==> config.mk <==
export PLATFORM = sky130hd
export DESIGN_NAME = tsa_adapter
export DESIGN_NICKNAME = d
export VERILOG_FILES = /design/src/rtl/tsa_pkg.sv /design/src/rtl/tsa_slot_ctr.sv /design/src/rtl/tsa_rx_demux.sv /design/src/rtl/tsa_cid_sel.sv /design/src/rtl/tsa_tx_gen.sv /design/src/rtl/tsa_adapter.sv
export SDC_FILE = /design/constraint.sdc
export NUM_CORES = 1
export LEC_CHECK = 0
export BUFFER_PORTS_ARGS = -buffer_cell sky130_fd_sc_hd__buf_2
export CORE_AREA = 2 2 39 41
export DETAILED_ROUTE_END_ITERATION = 8
export DIE_AREA = 0 0 41 43
export PLACE_DENSITY_LB_ADDON = 0.25
export SYNTH_ARGS = -nofsm -noshare
export SYNTH_HDL_FRONTEND = slang
export SYNTH_HIERARCHICAL = 1
export SYNTH_SLANG_ARGS = --single-unit
==> constraint.sdc <==
create_clock -name tckc -period 2.25 [get_ports tckc]
set_clock_uncertainty 0.2 [all_clocks]
set_input_delay 0.225 -clock tckc [delete_from_list [all_inputs] [get_ports tckc]]
set_output_delay 0.225 -clock tckc [all_outputs]
set_load 0.05 [all_outputs]
==> src/rtl/tsa_pkg.sv <==
// Shared types for the two-wire scan-format adapter.
// Assumes a frame of exactly three line slots per core clock.
package tsa_pkg;
    typedef enum logic [1:0] {
        SLOT_NTDI = 2'd0,
        SLOT_TMS  = 2'd1,
        SLOT_TDO  = 2'd2
    } slot_e;

    localparam int unsigned SLOTS_PER_FRAME = 3;
endpackage

==> src/rtl/tsa_slot_ctr.sv <==
// Slot counter: tracks which of the three frame slots the line is in.
// It advances on each rising tckc edge. Reset and escape hold both return it to slot 1.
// ONEHOT selects a ring encoding instead of a binary count.
module tsa_slot_ctr
    import tsa_pkg::*;
#(
    parameter bit ONEHOT = 1'b0
) (
    input  logic  tckc,
    input  logic  rst_n,
    input  logic  esc_hold,
    output slot_e slot
);
    generate
        if (ONEHOT) begin : g_ring
            logic [SLOTS_PER_FRAME-1:0] ring;

            // Rotate a single hot bit through the three slot positions.
            always_ff @(posedge tckc) begin
                if (!rst_n || esc_hold)
                    ring <= {{(SLOTS_PER_FRAME-1){1'b0}}, 1'b1};
                else
                    ring <= {ring[SLOTS_PER_FRAME-2:0], ring[SLOTS_PER_FRAME-1]};
            end

            // Map the hot bit position onto the slot type.
            always_comb begin
                if (ring[2])      slot = SLOT_TDO;
                else if (ring[1]) slot = SLOT_TMS;
                else              slot = SLOT_NTDI;
            end
        end else begin : g_bin
            slot_e cnt;

            // Step the binary slot count 1 -> 2 -> 3 -> 1.
            always_ff @(posedge tckc) begin
                if (!rst_n || esc_hold)
                    cnt <= SLOT_NTDI;
                else begin
                    case (cnt)
                        SLOT_NTDI: cnt <= SLOT_TMS;
                        SLOT_TMS:  cnt <= SLOT_TDO;
                        default:   cnt <= SLOT_NTDI;
                    endcase
                end
            end

            assign slot = cnt;
        end
    endgenerate

    AST_SLOT_AFTER_NTDI: assert property (@(posedge tckc) disable iff (!rst_n || esc_hold)
        (slot == SLOT_NTDI) |=> (slot == SLOT_TMS));
    AST_SLOT_AFTER_TDO: assert property (@(posedge tckc) disable iff (!rst_n || esc_hold)
        (slot == SLOT_TDO) |=> (slot == SLOT_NTDI));
    AST_HOLD_REALIGNS: assert property (@(posedge tckc) disable iff (!rst_n)
        esc_hold |=> (slot == SLOT_NTDI));
endmodule

==> src/rtl/tsa_rx_demux.sv <==
// Receive demultiplexer: on rising tckc it latches the slot-1 bit (re-inverted) as core TDI
// and the slot-2 bit as core TMS. Assumes the host changes the line only on falling tckc.
module tsa_rx_demux
    import tsa_pkg::*;
(
    input  logic  tckc,
    input  logic  rst_n,
    input  logic  esc_hold,
    input  slot_e slot,
    input  logic  tmsc_in,
    output logic  core_tdi,
    output logic  core_tms
);
    logic tdi_q;
    logic tms_q;

    // Capture the data-in bit from slot 1, undoing the line inversion.
    always_ff @(posedge tckc) begin
        if (!rst_n)
            tdi_q <= 1'b0;
        else if (!esc_hold && slot == SLOT_NTDI)
            tdi_q <= ~tmsc_in;
    end

    // Capture the mode-select bit from slot 2; park it at 1 in reset or hold.
    always_ff @(posedge tckc) begin
        if (!rst_n || esc_hold)
            tms_q <= 1'b1;
        else if (slot == SLOT_TMS)
            tms_q <= tmsc_in;
    end

    assign core_tdi = tdi_q;
    assign core_tms = tms_q;

    AST_TMS_PARK_RESET: assert property (@(posedge tckc)
        !rst_n |=> core_tms);
    AST_TMS_PARK_HOLD: assert property (@(posedge tckc) disable iff (!rst_n)
        esc_hold |=> core_tms);
    AST_TDI_TRACKS_LINE: assert property (@(posedge tckc) disable iff (!rst_n || esc_hold)
        (slot == SLOT_NTDI) |=> (core_tdi == !$past(tmsc_in)));
endmodule

==> src/rtl/tsa_cid_sel.sv <==
// Controller-ID holder and match: keeps the host-assigned ID and flags when the
// current selection names it. Escape hold does not touch the held ID.
module tsa_cid_sel #(
    parameter int unsigned         CID_W     = 4,
    parameter logic [CID_W-1:0]    RESET_CID = '0
) (
    input  logic             tckc,
    input  logic             rst_n,
    input  logic             cid_wr_en,
    input  logic [CID_W-1:0] cid_wr_data,
    input  logic             sel_vld,
    input  logic [CID_W-1:0] sel_id,
    output logic             selected
);
    logic [CID_W-1:0] cid_q;

    // Load the held ID when the assignment strobe is present.
    always_ff @(posedge tckc) begin
        if (!rst_n)
            cid_q <= RESET_CID;
        else if (cid_wr_en)
            cid_q <= cid_wr_data;
    end

    // Selected when a selection is active and it names this node.
    assign selected = sel_vld && (sel_id == cid_q);

    AST_CID_LOAD: assert property (@(posedge tckc) disable iff (!rst_n)
        cid_wr_en |=> (cid_q == $past(cid_wr_data)));
endmodule

==> src/rtl/tsa_tx_gen.sv <==
// Falling-edge side: makes the core clock pulse and the line driver enable from the slot
// counter, and captures core TDO on the falling core clock. Assumes the core updates TDO
// only on its rising clock, so the value is steady at the capture edge.
module tsa_tx_gen
    import tsa_pkg::*;
(
    input  logic  tckc,
    input  logic  rst_n,
    input  logic  esc_hold,
    input  slot_e slot,
    input  logic  selected,
    input  logic  core_tdo,
    output logic  core_tck,
    output logic  tmsc_out,
    output logic  tmsc_oe
);
    logic run;
    logic tck_q;
    logic oe_q;
    logic tdo_q;

    assign run = rst_n && !esc_hold;

    // Raise the core clock for exactly the third slot of each frame.
    always_ff @(negedge tckc) begin
        if (!run)
            tck_q <= 1'b0;
        else
            tck_q <= (slot == SLOT_TDO);
    end

    // Enable the line driver for the third slot, and only for the selected node.
    always_ff @(negedge tckc) begin
        if (!run)
            oe_q <= 1'b0;
        else
            oe_q <= (slot == SLOT_TDO) && selected;
    end

    // Capture core TDO on the edge where the core clock falls.
    always_ff @(negedge tckc) begin
        if (!rst_n)
            tdo_q <= 1'b1;
        else if (tck_q)
            tdo_q <= core_tdo;
    end

    assign core_tck = tck_q;
    assign tmsc_out = tdo_q;
    assign tmsc_oe  = oe_q;

    AST_TCK_SINGLE_SLOT: assert property (@(negedge tckc) disable iff (!rst_n)
        tck_q |=> !tck_q);
    AST_OE_IN_TDO_SLOT: assert property (@(posedge tckc) disable iff (!rst_n)
        oe_q |-> (slot == SLOT_TDO));
    AST_QUIET_IN_RESET: assert property (@(negedge tckc)
        !rst_n |=> (!tck_q && !oe_q));
    AST_QUIET_IN_HOLD: assert property (@(negedge tckc) disable iff (!rst_n)
        esc_hold |=> (!tck_q && !oe_q));
endmodule

==> src/rtl/tsa_adapter.sv <==
// Top of the two-wire scan-format adapter. The shared data line is split into an input,
// an output value and an output enable for an external tristate pad. All state is on the
// tckc domain: rising edges sample the host, falling edges drive the core clock and line.
module tsa_adapter
    import tsa_pkg::*;
#(
    parameter int unsigned      CID_W        = 4,
    parameter logic [CID_W-1:0] RESET_CID    = 4'h3,
    parameter bit               SLOT_ONEHOT  = 1'b0
) (
    input  logic             tckc,
    input  logic             rst_n,
    input  logic             esc_hold,
    input  logic             cid_wr_en,
    input  logic [CID_W-1:0] cid_wr_data,
    input  logic             sel_vld,
    input  logic [CID_W-1:0] sel_id,
    input  logic             tmsc_in,
    output logic             tmsc_out,
    output logic             tmsc_oe,
    output logic             core_tck,
    output logic             core_tms,
    output logic             core_tdi,
    input  logic             core_tdo
);
    slot_e slot;
    logic  selected;

    tsa_slot_ctr #(
        .ONEHOT (SLOT_ONEHOT)
    ) i_slot_ctr (
        .tckc     (tckc),
        .rst_n    (rst_n),
        .esc_hold (esc_hold),
        .slot     (slot)
    );

    tsa_rx_demux i_rx_demux (
        .tckc     (tckc),
        .rst_n    (rst_n),
        .esc_hold (esc_hold),
        .slot     (slot),
        .tmsc_in  (tmsc_in),
        .core_tdi (core_tdi),
        .core_tms (core_tms)
    );

    tsa_cid_sel #(
        .CID_W     (CID_W),
        .RESET_CID (RESET_CID)
    ) i_cid_sel (
        .tckc        (tckc),
        .rst_n       (rst_n),
        .cid_wr_en   (cid_wr_en),
        .cid_wr_data (cid_wr_data),
        .sel_vld     (sel_vld),
        .sel_id      (sel_id),
        .selected    (selected)
    );

    tsa_tx_gen i_tx_gen (
        .tckc     (tckc),
        .rst_n    (rst_n),
        .esc_hold (esc_hold),
        .slot     (slot),
        .selected (selected),
        .core_tdo (core_tdo),
        .core_tck (core_tck),
        .tmsc_out (tmsc_out),
        .tmsc_oe  (tmsc_oe)
    );
endmodule

## Word level (Yosys, flattened, before mapping)

Cells that the tools add are included.

| word-level totals | value |
|---|---|
| register bits after elaboration | 11 |
| bits in latches | 0 |
| bits in writable memories | 0 |
| memory bits (read-only) | 0 |
| word-level logic and storage cells | 20 |
| memories kept | 0 |

| cells by class | value |
|---|---|
| add/sub/neg operators | 0 |
| $mul | 0 |
| divide/modulo/power cells | 0 |
| magnitude comparators | 0 |
| equal/unequal tests | 3 |
| shift-type cells | 0 |
| multiplexer cells | 1 |
| bitwise operators | 1 |
| reductions and logical operators | 8 |

Operators with widths:

| cell | number |
|---|---|
| equality test 4 bit | 1 |
| logical AND 1 bit | 4 |
| case mux 2 bit (2 select lines) | 1 |
| equality test 2 x 1 -> 1 bit, second input constant | 1 |
| equality test 2 bit, second input constant | 1 |
| zero test 1 bit | 2 |
| zero test 2 bit | 1 |
| logical OR 1 bit | 1 |
| inverter 1 bit | 1 |

## Longest topological paths before layout

Gate-level depths: netlist (run 1).

| depth | value |
|---|---|
| word-level depth | 3 |
| gate-level depth with buffers | 4 |

## Hierarchy

The synthesis (run 1) kept the hierarchy.

By module, submodules not included:

| module | instances | cells each | area each (sq um) | seq. area each (sq um) |
|---|---|---|---|---|
| tsa_cid_sel | 1 | 19 | 196.4 | 80.1 |
| tsa_tx_gen | 1 | 8 | 96.3 | 60.1 |
| tsa_rx_demux | 1 | 10 | 95.1 | 40.0 |
| tsa_slot_ctr | 1 | 4 | 67.6 | 40.0 |

==> summary.md, run 1 <==
| Metric | Value |
|---|---|
| Post-layout nets | `87` |
| Placed Area | `596 um^2` |
| Area of the multi-input gates | `226 um^2` |
| Final Hold Fails | `0` |
| Netlist Area Pre-Place | `455 um^2` |
| Post-Route Setup TNS | `-0.283 ns` |
| Vias in the first global route | `340` |
| Cell variety after synth | `19` |
| Outcome | `complete, but fails checks` |
| Clk sinks | `11` |
| Power Dens Cells | `597 nW/um^2` |
| I/O pin cnt | `20` |
| Synth Area in XOR/XNOR | `7.69%` |
| Initial Utilization | `32.9%` |
| Mapped Cells | `41` |
| Tot GR Track Use | `11.6%` |
| Via count | `392` |
| Avg WL per Cell | `10.2 um` |
| CP peak stage delay | `0.34 ns` |
| Filler cells | `142` |
| First-pass GRT wire length | `1.32 mm` |
| CTS max path bufs | `2` |
| Area delta synth->final | `51.9%` |
| Diode count | `0` |
| Most frequent cells in the layout | `buf_2, dfxtp_1, mux2i_1, inv_1` |
| Yosys warning count | `6` |
| Total CTS buffers | `3` |
| Peak VDD IR | `425 uV` |
| Unrepaired setup endpoints after global routing | `true` |
| CP max FO | `2` |
| Syn Nets | `56` |
| WHS | `0.0236 ns` |
| Startpoint Class | `flip-flop` |
| Pins Over Slew Limit | `0` |
| CP max stage cell | `dfxtp_2` |
| Storage cell area | `225 um^2` |
| Row count | `14` |
| Pleak | `0.000336 uW` |
| Root buffer cell | `clkbuf_4` |
| Final Instance Area | `692 um^2` |
| MaxCap Viol Count | `0` |
| Die area | `1760 um^2` |
| Post-synthesis simple-gate area fraction | `24.2%` |
| Core box area | `1380 um^2` |
| Hold WC Path Type | `in2reg` |
| Largest net degree at the start of global routing | `10` |
| H-tree lvl count | `1` |
| Yosys top cell area share | `48.4%` |
| Initial antenna violation count | `0` |
| Remaining DRCs | `0` |
| Crit path buf inv count | `1` |
| Slew Limit Headroom | `83.6%` |
| Commonest non-fill, non-tap cell in the layout | `buf_2` |
| Slew @ Worst Pin | `0.248 ns` |
| Place WS | `0.00472 ns` |
| Latest clock arrival within the worst-skew pair | `0.26 ns` |
| Die span in x | `41 um` |
| Family with the most delay on the worst path | `flip-flops` |
| Layout Utilization | `50.0%` |
| Seq/Total Area, Yosys | `48.4%` |
| CP Cell Sequence | `buf_8` |
| DR pass1 iterations | `3` |
| Post-route setup slack | `-0.107 ns` |
| Syn avg cell area | `11.1 um^2` |
| Layout cell share with drive strength beyond 1 | `49.3%` |
| Die Y-Extent | `43 um` |
| Post-synthesis compound-gate area fraction | `5.22%` |
| GRT overflow | `0` |
| HPWL Detailed | `664 um` |
| Crit path kind | `reg2out` |
| Failing checks | `setup timing` |
| WP data arrival | `1.93 ns` |
| Clk slew on worst S/H paths | `0.07 ns` |
| Count of final setup violators | `4` |
| Worst path required time | `1.82 ns` |
| Flops & latches, synth | `11` |
| Multiplexer area fraction after synthesis | `11.0%` |
| Wirelength, routed | `890 um` |
| ANT nets after route | `0` |
| Synth area leaders | `dfxtp_1, mux2i_1, xor2_1` |
| Gp weighted congestion | `0.659` |
| Largest family of logic cells by synthesized area | `simple AND/OR/NAND/NOR gates` |
| DR iter-0 viols | `1` |
| Via/cell ratio | `4.51` |
| CTS tree | `built` |
| Buffers on Ports | `19` |
| Synth Area in Adders | `0%` |
| Synth area leader | `dfxtp_1` |
| Setup crit end kind | `output pin` |
[path summary, 6_finish.rpt]
| kind | from | endpoint | slack, ns | depth (start not counted) |
|---|---|---|---|---|
| min | cid_wr_data[3] | i_cid_sel/cid_q[3] | 0.02 | 3 |
| max | i_tx_gen/core_tck | core_tck | -0.11 | 1 |
| min reg2reg | i_rx_demux/core_tdi | i_rx_demux/core_tdi | 0.27 | 2 |
| max reg2reg | i_cid_sel/cid_q[2] | i_tx_gen/tmsc_oe | -0.01 | 4 |
[cell families (layout without fill, tap and decap cells)]
logic type | count (synthesis) | in the layout
simple gates | 14 | 14
mux | 5 | 5
compound gates | 3 | 3
xor+xnor | 4 | 4
flops | 11 | 11
buf+inv | 4 | 34
[registers in the layout, summed over array words and instances (netlist names)]
name                 count
i_cid_sel/cid_q          4
i_rx_demux/core_tdi      1
i_rx_demux/core_tms      1
i_slot_ctr/slot          2
i_tx_gen/core_tck        1
i_tx_gen/tmsc_oe         1
i_tx_gen/tmsc_out        1
[power by group]
group          switching [uW]  internal [uW]
sequential               4.48            203
combinational            28.3           32.2
clock                    73.9           71.0
[metrics by stage]
| step | power, uW | cells |
|---|---|---|
| 2_1_floorplan | 252 | 41 |
| 3_3_place_gp | 277 | 79 |
| 3_5_place_dp | 278 | 79 |
| 4_1_cts | 424 | 87 |
| 5_1_grt | 450 | 87 |
| 6_report | 413 | 87 |
[cells in the mapped netlist (all sizes together)]
cell type and n:
dfxtp 11, o2111ai 1, nor2b 2, nand2 4, xor2 3, nor4b 1, clkbuf 1, mux2i 5
nand3b 1, or4 1, a21boi 1, and2b 1, nor4 1, xnor2 1, and2 1, and4bb 2
o31ai 1, inv 3
[area by class of cell]
type                            instances  area share, %
Clock buffer                            3           3.25
Sequential cell                        11           32.5
Multi-Input combinational cell         26           32.7
Clock inverter                          4           2.17
Timing Repair Buffer                   25           25.3
Inverter                                2           1.08
Tap cell                               16           2.89
[worst register-to-register path: cells and delay by family (launching register included)]
kind             cells  cell delay, ns
AND/OR/NAND/NOR      3            0.49
flip-flops           1            0.35
XOR/XNOR             1            0.10
[what timing repair did]
| action | CTS | global route |
|---|---|---|
| endpoints found under the hold margin | 2 | 0 |
| setup endpoints to repair | 3 | 4 |
| hold buffers | 2 | 0 |
| pin swaps | 0 | 3 |
| gates resized for setup | 10 | 4 |
| setup buffers | 0 | 0 |
[layer usage]
layer	vias to the layer above	GRT usage (%)	routed length, um
li1	203	-	-
met1	179	14.7	412
met2	10	14.4	429
met3	0	9.42	47
met4	0	4.00	0
met5	-	0	0
(Power assumes the default switching activity.)
==> run 2, diff against run 1 <==
--- a/config.mk
+++ b/config.mk
@@ -5,7 +5,7 @@
 export SDC_FILE = /design/constraint.sdc
 export NUM_CORES = 1
 export LEC_CHECK = 0
-export BUFFER_PORTS_ARGS = -buffer_cell sky130_fd_sc_hd__buf_2
+export BUFFER_PORTS_ARGS = -buffer_cell sky130_fd_sc_hd__clkbuf_2
 export CORE_AREA = 2 2 39 41
 export DETAILED_ROUTE_END_ITERATION = 8
 export DIE_AREA = 0 0 41 43
==> constraint.sdc (replaced) <==
create_clock -name tckc -period 3 [get_ports tckc]
set_clock_uncertainty 0.2 [all_clocks]
set_input_delay 0.3 -clock tckc [delete_from_list [all_inputs] [get_ports tckc]]
set_output_delay 0.3 -clock tckc [all_outputs]
set_load 0.05 [all_outputs]
==> summary.md, run 2 (synthesized netlist as in run 1, its figures left out) <==
| Metric | Value |
|---|---|
| Outcome | `complete, no violations (was complete, but fails checks)` |
| CTS tree | `built (unchanged)` |
| Area of the multi-input gates | `219 um^2 (was 226 um^2)` |
| Initial antenna violation count | `0 (unchanged)` |
| CTS max path bufs | `2 (unchanged)` |
| Peak VDD IR | `257 uV (was 425 uV)` |
| Largest net degree at the start of global routing | `10 (unchanged)` |
| Crit path buf inv count | `1 (unchanged)` |
| CP Cell Sequence | `clkbuf_2 (was buf_8)` |
| Most frequent cells in the layout | `clkbuf_2, dfxtp_1, inv_1 (was buf_2, dfxtp_1, mux2i_1, inv_1)` |
| Hold buffers post-CTS | `0 (was 2)` |
| Root buffer cell | `clkbuf_4 (unchanged)` |
| Wirelength, routed | `808 um (was 890 um)` |
| GRT overflow | `0 (unchanged)` |
| DR pass1 iterations | `1 (was 3)` |
| Hold WC Path Type | `in2reg (unchanged)` |
| Cells after DPL | `76 (was 79)` |
| Filler cells | `139 (was 142)` |
| Switching Fraction | `26.7% (was 25.8%)` |
| MaxCap Viol Count | `0 (unchanged)` |
| Family with the most delay on the worst path | `flip-flops (unchanged)` |
| WHS | `0.0482 ns (was 0.0236 ns)` |
| Placed Area | `573 um^2 (was 596 um^2)` |
| Worst path required time | `2.50 ns (was 1.82 ns)` |
| CP max stage cell | `dfxtp_1 (was dfxtp_2)` |
| Latest clock arrival within the worst-skew pair | `0.32 ns (was 0.26 ns)` |
| Pins Over Slew Limit | `0 (unchanged)` |
| Clock share of power | `36.7% (was 35.1%)` |
| I/O pin cnt | `20 (unchanged)` |
| Die span in x | `41 um (unchanged)` |
| Startpoint Class | `flip-flop (unchanged)` |
| Buffers on Ports | `19 (unchanged)` |
| Logic pwr share | `12.1% (was 14.7%)` |
| HPWL Detailed | `626 um (was 664 um)` |
| Die Y-Extent | `43 um (unchanged)` |
| Setup fix buffers added after clock tree synthesis | `0 (unchanged)` |
| Int Pwr | `224 uW (was 306 uW)` |
| Diode count | `0 (unchanged)` |
| Final Instance Area | `607 um^2 (was 692 um^2)` |
| Post-Route Setup TNS | `0 ns (was -0.283 ns)` |
| Post-route setup slack | `0.0618 ns (was -0.107 ns)` |
| Core box area | `1380 um^2 (unchanged)` |
| Via/cell ratio | `4.50 (was 4.51)` |
| Final Hold Fails | `0 (unchanged)` |
| Initial Utilization | `32.9% (unchanged)` |
| Reg with most FFs | `i_cid_sel/cid_q (unchanged)` |
| Tot GR Track Use | `10.5% (was 11.6%)` |
| Post-layout nets | `82 (was 87)` |
| DR iter-0 viols | `0 (was 1)` |
| Pleak | `0.000305 uW (was 0.000336 uW)` |
| ANT nets after route | `0 (unchanged)` |
| CP peak stage delay | `0.33 ns (was 0.34 ns)` |
| Via count | `369 (was 392)` |
| H-tree lvl count | `1 (unchanged)` |
| Max reg flops | `4 (unchanged)` |
| Layout cell share with drive strength beyond 1 | `40.9% (was 49.3%)` |
| Area delta synth->final | `33.2% (was 51.9%)` |
| Finished Layout Cells | `82 (was 87)` |
| CP max FO | `2 (unchanged)` |
| Die area | `1760 um^2 (unchanged)` |
| Remaining DRCs | `0 (unchanged)` |
| Count of final setup violators | `0 (was 4)` |
| Commonest non-fill, non-tap cell in the layout | `clkbuf_2 (was buf_2)` |
| WP data arrival | `2.44 ns (was 1.93 ns)` |
| Power Dens Cells | `504 nW/um^2 (was 597 nW/um^2)` |
| Vias in the first global route | `321 (was 340)` |
| Clk sinks | `11 (unchanged)` |
| Slew @ Worst Pin | `0.278 ns (was 0.248 ns)` |
| Slew Limit Headroom | `81.5% (was 83.6%)` |
| First-pass GRT wire length | `1.22 mm (was 1.32 mm)` |
| PostCTS Resize Cnt | `0 (was 10)` |
| Unrepaired setup endpoints after global routing | `false (was true)` |
| Flop pwr share | `51.2% (was 50.3%)` |
| Clk slew on worst S/H paths | `0.08 ns (was 0.07 ns)` |
| Row count | `14 (unchanged)` |
| Avg WL per Cell | `9.85 um (was 10.2 um)` |
| Gp weighted congestion | `0.648 (was 0.659)` |
| Place WS | `0.325 ns (was 0.00472 ns)` |
| Setup crit end kind | `output pin (unchanged)` |
| Storage cell area | `220 um^2 (was 225 um^2)` |
| Crit path kind | `reg2out (unchanged)` |
| Total CTS buffers | `3 (unchanged)` |
| Net switching power | `81.5 uW (was 107 uW)` |
## run 2: changes by cell type in the layout (fill, tap and decap cells not counted), moves of 2 or more
cell,previous run,this run
clkbuf_2,0,19
buf_2,16,0
dfxtp_1,7,11
dfxtp_2,4,0
buf_4,4,1
buf_8,3,0
dlygate4sd3_1,2,0
## run 2: worst paths after layout
path	startpoint	to	slack, ns	depth (start not counted)
setup / recovery	i_tx_gen/core_tck	core_tck	0.06	1
hold / removal	cid_wr_data[0]	i_cid_sel/cid_q[0]	0.05	3
setup reg to reg	i_slot_ctr/slot[0]	i_tx_gen/tmsc_oe	0.43	2
hold reg to reg	i_tx_gen/tmsc_out	i_tx_gen/tmsc_out	0.26	2
## run 2: per-layer routing
layer	wire length [um]	track usage [%]	share of wire, %	up-vias
met5	0	0	0	-
met2	387	14.7	48	8
li1	-	-	-	196
met3	51	3.14	6.3	0
met1	368	12.9	46	165
met4	0	8.00	0	0
## run 2: power groups by stage
stage | Sequential (uW) | Clock, uW | Combinational (uW)
6_report | 157 | 112 | 36.9
3_5_place_dp | 160 | 8.32 | 37.5
5_1_grt | 157 | 128 | 40.9
4_1_cts | 157 | 118 | 37.7
3_3_place_gp | 160 | 8.32 | 37.2
2_1_floorplan | 164 | 8.32 | 17.2
## run 2: through the flow
step / utilization [%] / power, uW
global route: 43.9 / 326
finish: 43.9 / 306
floorplan: - / 189
CTS: 43.9 / 312
detailed placement: 41.4 / 206
global placement: 41.4 / 205
## run 2: final cells by class
type                    instances  share of cell area, %
flip-flops and latches         11                   36.3
multi-input cells              26                   36.1
repair buffers                 20                   16.9
clock buffers                   3                   3.71
well taps                      16                   3.30
clock inverters                 4                   2.47
inverters                       2                   1.24
## run 2: worst reg2reg max path: stages (launching register included)
cell and delay [ns]:
dfxtp_1 0.43, and4bb_1 0.25, and2_1 0.15
==> run 3, diff against run 2 <==
--- a/config.mk
+++ b/config.mk
@@ -5,10 +5,11 @@
 export SDC_FILE = /design/constraint.sdc
 export NUM_CORES = 1
 export LEC_CHECK = 0
+export ABC_AREA = 1
 export BUFFER_PORTS_ARGS = -buffer_cell sky130_fd_sc_hd__clkbuf_2
-export CORE_AREA = 2 2 39 41
+export CORE_MARGIN = 2
+export CORE_UTILIZATION = 36
 export DETAILED_ROUTE_END_ITERATION = 8
-export DIE_AREA = 0 0 41 43
 export PLACE_DENSITY_LB_ADDON = 0.25
 export SYNTH_ARGS = -nofsm -noshare
 export SYNTH_HDL_FRONTEND = slang
==> summary.md, run 3 <==
| Metric | Value |
|---|---|
| Post-synthesis simple-gate area fraction | `30.0% (was 24.2%)` |
| Initial antenna violation count | `0 (unchanged)` |
| RR Endpoint | `i_tx_gen/tmsc_oe (unchanged)` |
| Yosys warning count | `6 (unchanged)` |
| Syn avg cell area | `6.51 um^2 (was 11.1 um^2)` |
| Pleak | `0.000366 uW (was 0.000305 uW)` |
| PostCTS Resize Cnt | `0 (unchanged)` |
| Slew Limit Headroom | `81.6% (was 81.5%)` |
| Synth Area in XOR/XNOR | `0% (was 7.69%)` |
| H-tree lvl count | `1 (unchanged)` |
| Worst R2R Setup Slack | `0.46 ns (was 0.43 ns)` |
| Largest family of logic cells by synthesized area | `simple AND/OR/NAND/NOR gates (unchanged)` |
| Commonest non-fill, non-tap cell in the layout | `inv_1 (was clkbuf_2)` |
| Hold buffers post-CTS | `0 (unchanged)` |
| Gp weighted congestion | `0.673 (was 0.648)` |
| Worst reg2reg path startpoint | `i_cid_sel/cid_q[1] (was i_slot_ctr/slot[0])` |
| Post-synthesis compound-gate area fraction | `10.3% (was 5.22%)` |
| ANT nets after route | `0 (unchanged)` |
| DR iter-0 viols | `1 (was 0)` |
| GRT overflow | `0 (unchanged)` |
| Core box area | `1280 um^2 (was 1380 um^2)` |
| Die area | `1670 um^2 (was 1760 um^2)` |
| HPWL Detailed | `723 um (was 626 um)` |
| Power Dens Cells | `485 nW/um^2 (was 504 nW/um^2)` |
| Netlist Area Pre-Place | `488 um^2 (was 455 um^2)` |
| Most frequent cells in the layout | `inv_1, clkbuf_2, nand2_1 (was clkbuf_2, dfxtp_1, inv_1)` |
| Max reg flops | `4 (unchanged)` |
| Area delta synth->final | `30.3% (was 33.2%)` |
| Hold Path Stages | `3 (unchanged)` |
| Synth area leader | `dfxtp_1 (unchanged)` |
| Crit path kind | `reg2out (unchanged)` |
| Most frequent cell after synthesis | `inv_1 (was dfxtp_1)` |
| I/O pin cnt | `20 (unchanged)` |
| Worst path required time | `2.50 ns (about the same)` |
| Via count | `490 (was 369)` |
| Hold Path Sink | `i_cid_sel/cid_q[0] (unchanged)` |
| Wirelength, routed | `884 um (was 808 um)` |
| Initial Utilization | `38.0% (was 32.9%)` |
| WP data arrival | `2.43 ns (was 2.44 ns)` |
| Diode count | `0 (unchanged)` |
| Die Y-Extent | `40.8 um (was 43 um)` |
| Cells after DPL | `109 (was 76)` |
| Post-Route Setup TNS | `0 ns (unchanged)` |
| Via/cell ratio | `4.26 (was 4.50)` |
| Clk slew on worst S/H paths | `0.07 ns (was 0.08 ns)` |
| Latest clock arrival within the worst-skew pair | `0.32 ns (about the same)` |
| Synth Area in Adders | `0% (unchanged)` |
| Post-synth EDFFs | `0 (unchanged)` |
| Yosys top cell area share | `45.1% (was 48.4%)` |
| Synth Flop Type | `dfxtp_1 (unchanged)` |
| Row count | `13 (was 14)` |
| First-pass GRT wire length | `1.44 mm (was 1.22 mm)` |
| Flops & latches, synth | `11 (unchanged)` |
| Total CTS buffers | `3 (unchanged)` |
| FF-to-FF path depth | `6 (was 2)` |
| Seq/Total Area, Yosys | `45.1% (was 48.4%)` |
| Outcome | `complete, no violations (unchanged)` |
| Crit path buf inv count | `1 (unchanged)` |
| Clk sinks | `11 (unchanged)` |
| MaxCap Viol Count | `0 (unchanged)` |
| CP max FO | `3 (was 2)` |
| Finished Layout Cells | `115 (was 82)` |
| Vias in the first global route | `392 (was 321)` |
| Top post-synthesis cells by count | `inv_1, nand2_1, dfxtp_1 (was dfxtp_1, mux2i_1, nand2_1)` |
| Remaining DRCs | `0 (unchanged)` |
| Avg WL per Cell | `7.69 um (was 9.85 um)` |
| Tot GR Track Use | `14.1% (was 10.5%)` |
| Multiplexer area fraction after synthesis | `0% (was 11.0%)` |
| Setup fix buffers added after clock tree synthesis | `0 (unchanged)` |
| Slew @ Worst Pin | `0.277 ns (was 0.278 ns)` |
| Async set or reset register ratio after synthesis | `0% (unchanged)` |
| Syn Nets | `90 (was 56)` |
| CTS tree | `built (unchanged)` |
| Post-layout nets | `116 (was 82)` |
| Family with the most delay on the worst path | `flip-flops (unchanged)` |
| Unrepaired setup endpoints after global routing | `false (unchanged)` |
| Root buffer cell | `clkbuf_4 (unchanged)` |
| Count of final setup violators | `0 (unchanged)` |
| Layout cell share with drive strength beyond 1 | `23.0% (was 40.9%)` |
| Hold WC Path Type | `in2reg (unchanged)` |
| Pins Over Slew Limit | `0 (unchanged)` |
| Reg with most FFs | `i_cid_sel/cid_q (unchanged)` |
| DR pass1 iterations | `2 (was 1)` |
| Largest net degree at the start of global routing | `9 (was 10)` |
| Synth area leaders | `dfxtp_1, inv_1, nand2_1 (was dfxtp_1, mux2i_1, xor2_1)` |
| Min-delay src | `cid_wr_data[0] (unchanged)` |
| Startpoint Class | `flip-flop (unchanged)` |
| Mapped Cells | `75 (was 41)` |
| Peak VDD IR | `238 uV (was 257 uV)` |
| Die span in x | `40.8 um (was 41 um)` |
| Buffers on Ports | `19 (unchanged)` |
| Final Hold Fails | `0 (unchanged)` |
| CP max stage cell | `dfxtp_1 (unchanged)` |
| CTS max path bufs | `2 (unchanged)` |
| Cell variety after synth | `11 (was 19)` |
| CP Cell Sequence | `clkbuf_2 (unchanged)` |
| Setup crit end kind | `output pin (unchanged)` |
| CP peak stage delay | `0.33 ns (about the same)` |
## run 3: cell count changes after synthesis, moves of 3 or more
cell,delta
inv_1,+15
a21oi_1,+5
o21ai_0,+4
nand3_1,+6
mux2i_1,-5
nor2_1,+10
nand2_1,+12
xor2_1,-3
## run 3: cell type report
cell class / instances / area [um^2]
clock buffer: 3 / 22.5
clock inverter: 4 / 15.0
fill: 144 / 649
inverter: 18 / 67.6
multi-input combinational: 45 / 196
sequential: 11 / 220
tap: 15 / 18.8
timing repair buffer: 19 / 95.1
## run 3: power breakdown
group          switching, uW  internal (uW)  leakage (uW)
sequential              3.71            153     0.0000904
clock                   55.5           53.2     0.0000313
combinational           25.5           17.3      0.000244
total                   84.8            224      0.000366
## run 3: worst min-delay path: cells and delay by family
family | cells | cell delay, ns
AO/OA/AOI/OAI | 2 | 0.10
buffers and inverters | 1 | 0.07
## run 3: worst max-delay path by stage
stage	start	to	slack, ns	depth (start not counted)
2_1_floorplan	i_tx_gen/core_tck	core_tck	0.38	0
3_3_place_gp	sel_id[1]	i_tx_gen/tmsc_oe	0.36	6
3_5_place_dp	sel_id[0]	i_tx_gen/tmsc_oe	0.35	7
4_1_cts	i_tx_gen/core_tck	core_tck	0.06	1
5_1_grt	i_tx_gen/tmsc_out	tmsc_out	0.02	1
6_report	i_tx_gen/core_tck	core_tck	0.07	1
## run 3: logic make-up after synthesis
| kind of cell | count (synthesis) |
|---|---|
| and+or+nand+nor | 35 |
| buffers and inverters | 19 |
| DFF | 11 |
| AOI/OAI and AO/OA | 10 |
## run 3: stage by stage
stage          instance area [um^2]  util (%)  hold WS, ns  worst slack [ns]  total power, uW
2_1_floorplan                   488         -        0.211             0.382              194
3_3_place_gp                    602      46.8        0.239             0.362              210
3_5_place_dp                    602      46.8        0.244             0.354              212
4_1_cts                         636      49.5       0.0411            0.0561              317
5_1_grt                         636      49.5       0.0468            0.0224              333
6_report                        636      49.5       0.0468            0.0703              308
## run 3: routing by layer
| metal | GRT usage (%) | vias up | part of all wire (%) |
|---|---|---|---|
| met1 | 14.5 | 204 | 46 |
| met4 | 5.00 | 0 | 0 |
| met3 | 9.78 | 0 | 7.9 |
| li1 | - | 275 | - |
| met5 | 0 | - | 0 |
| met2 | 22.3 | 11 | 46 |
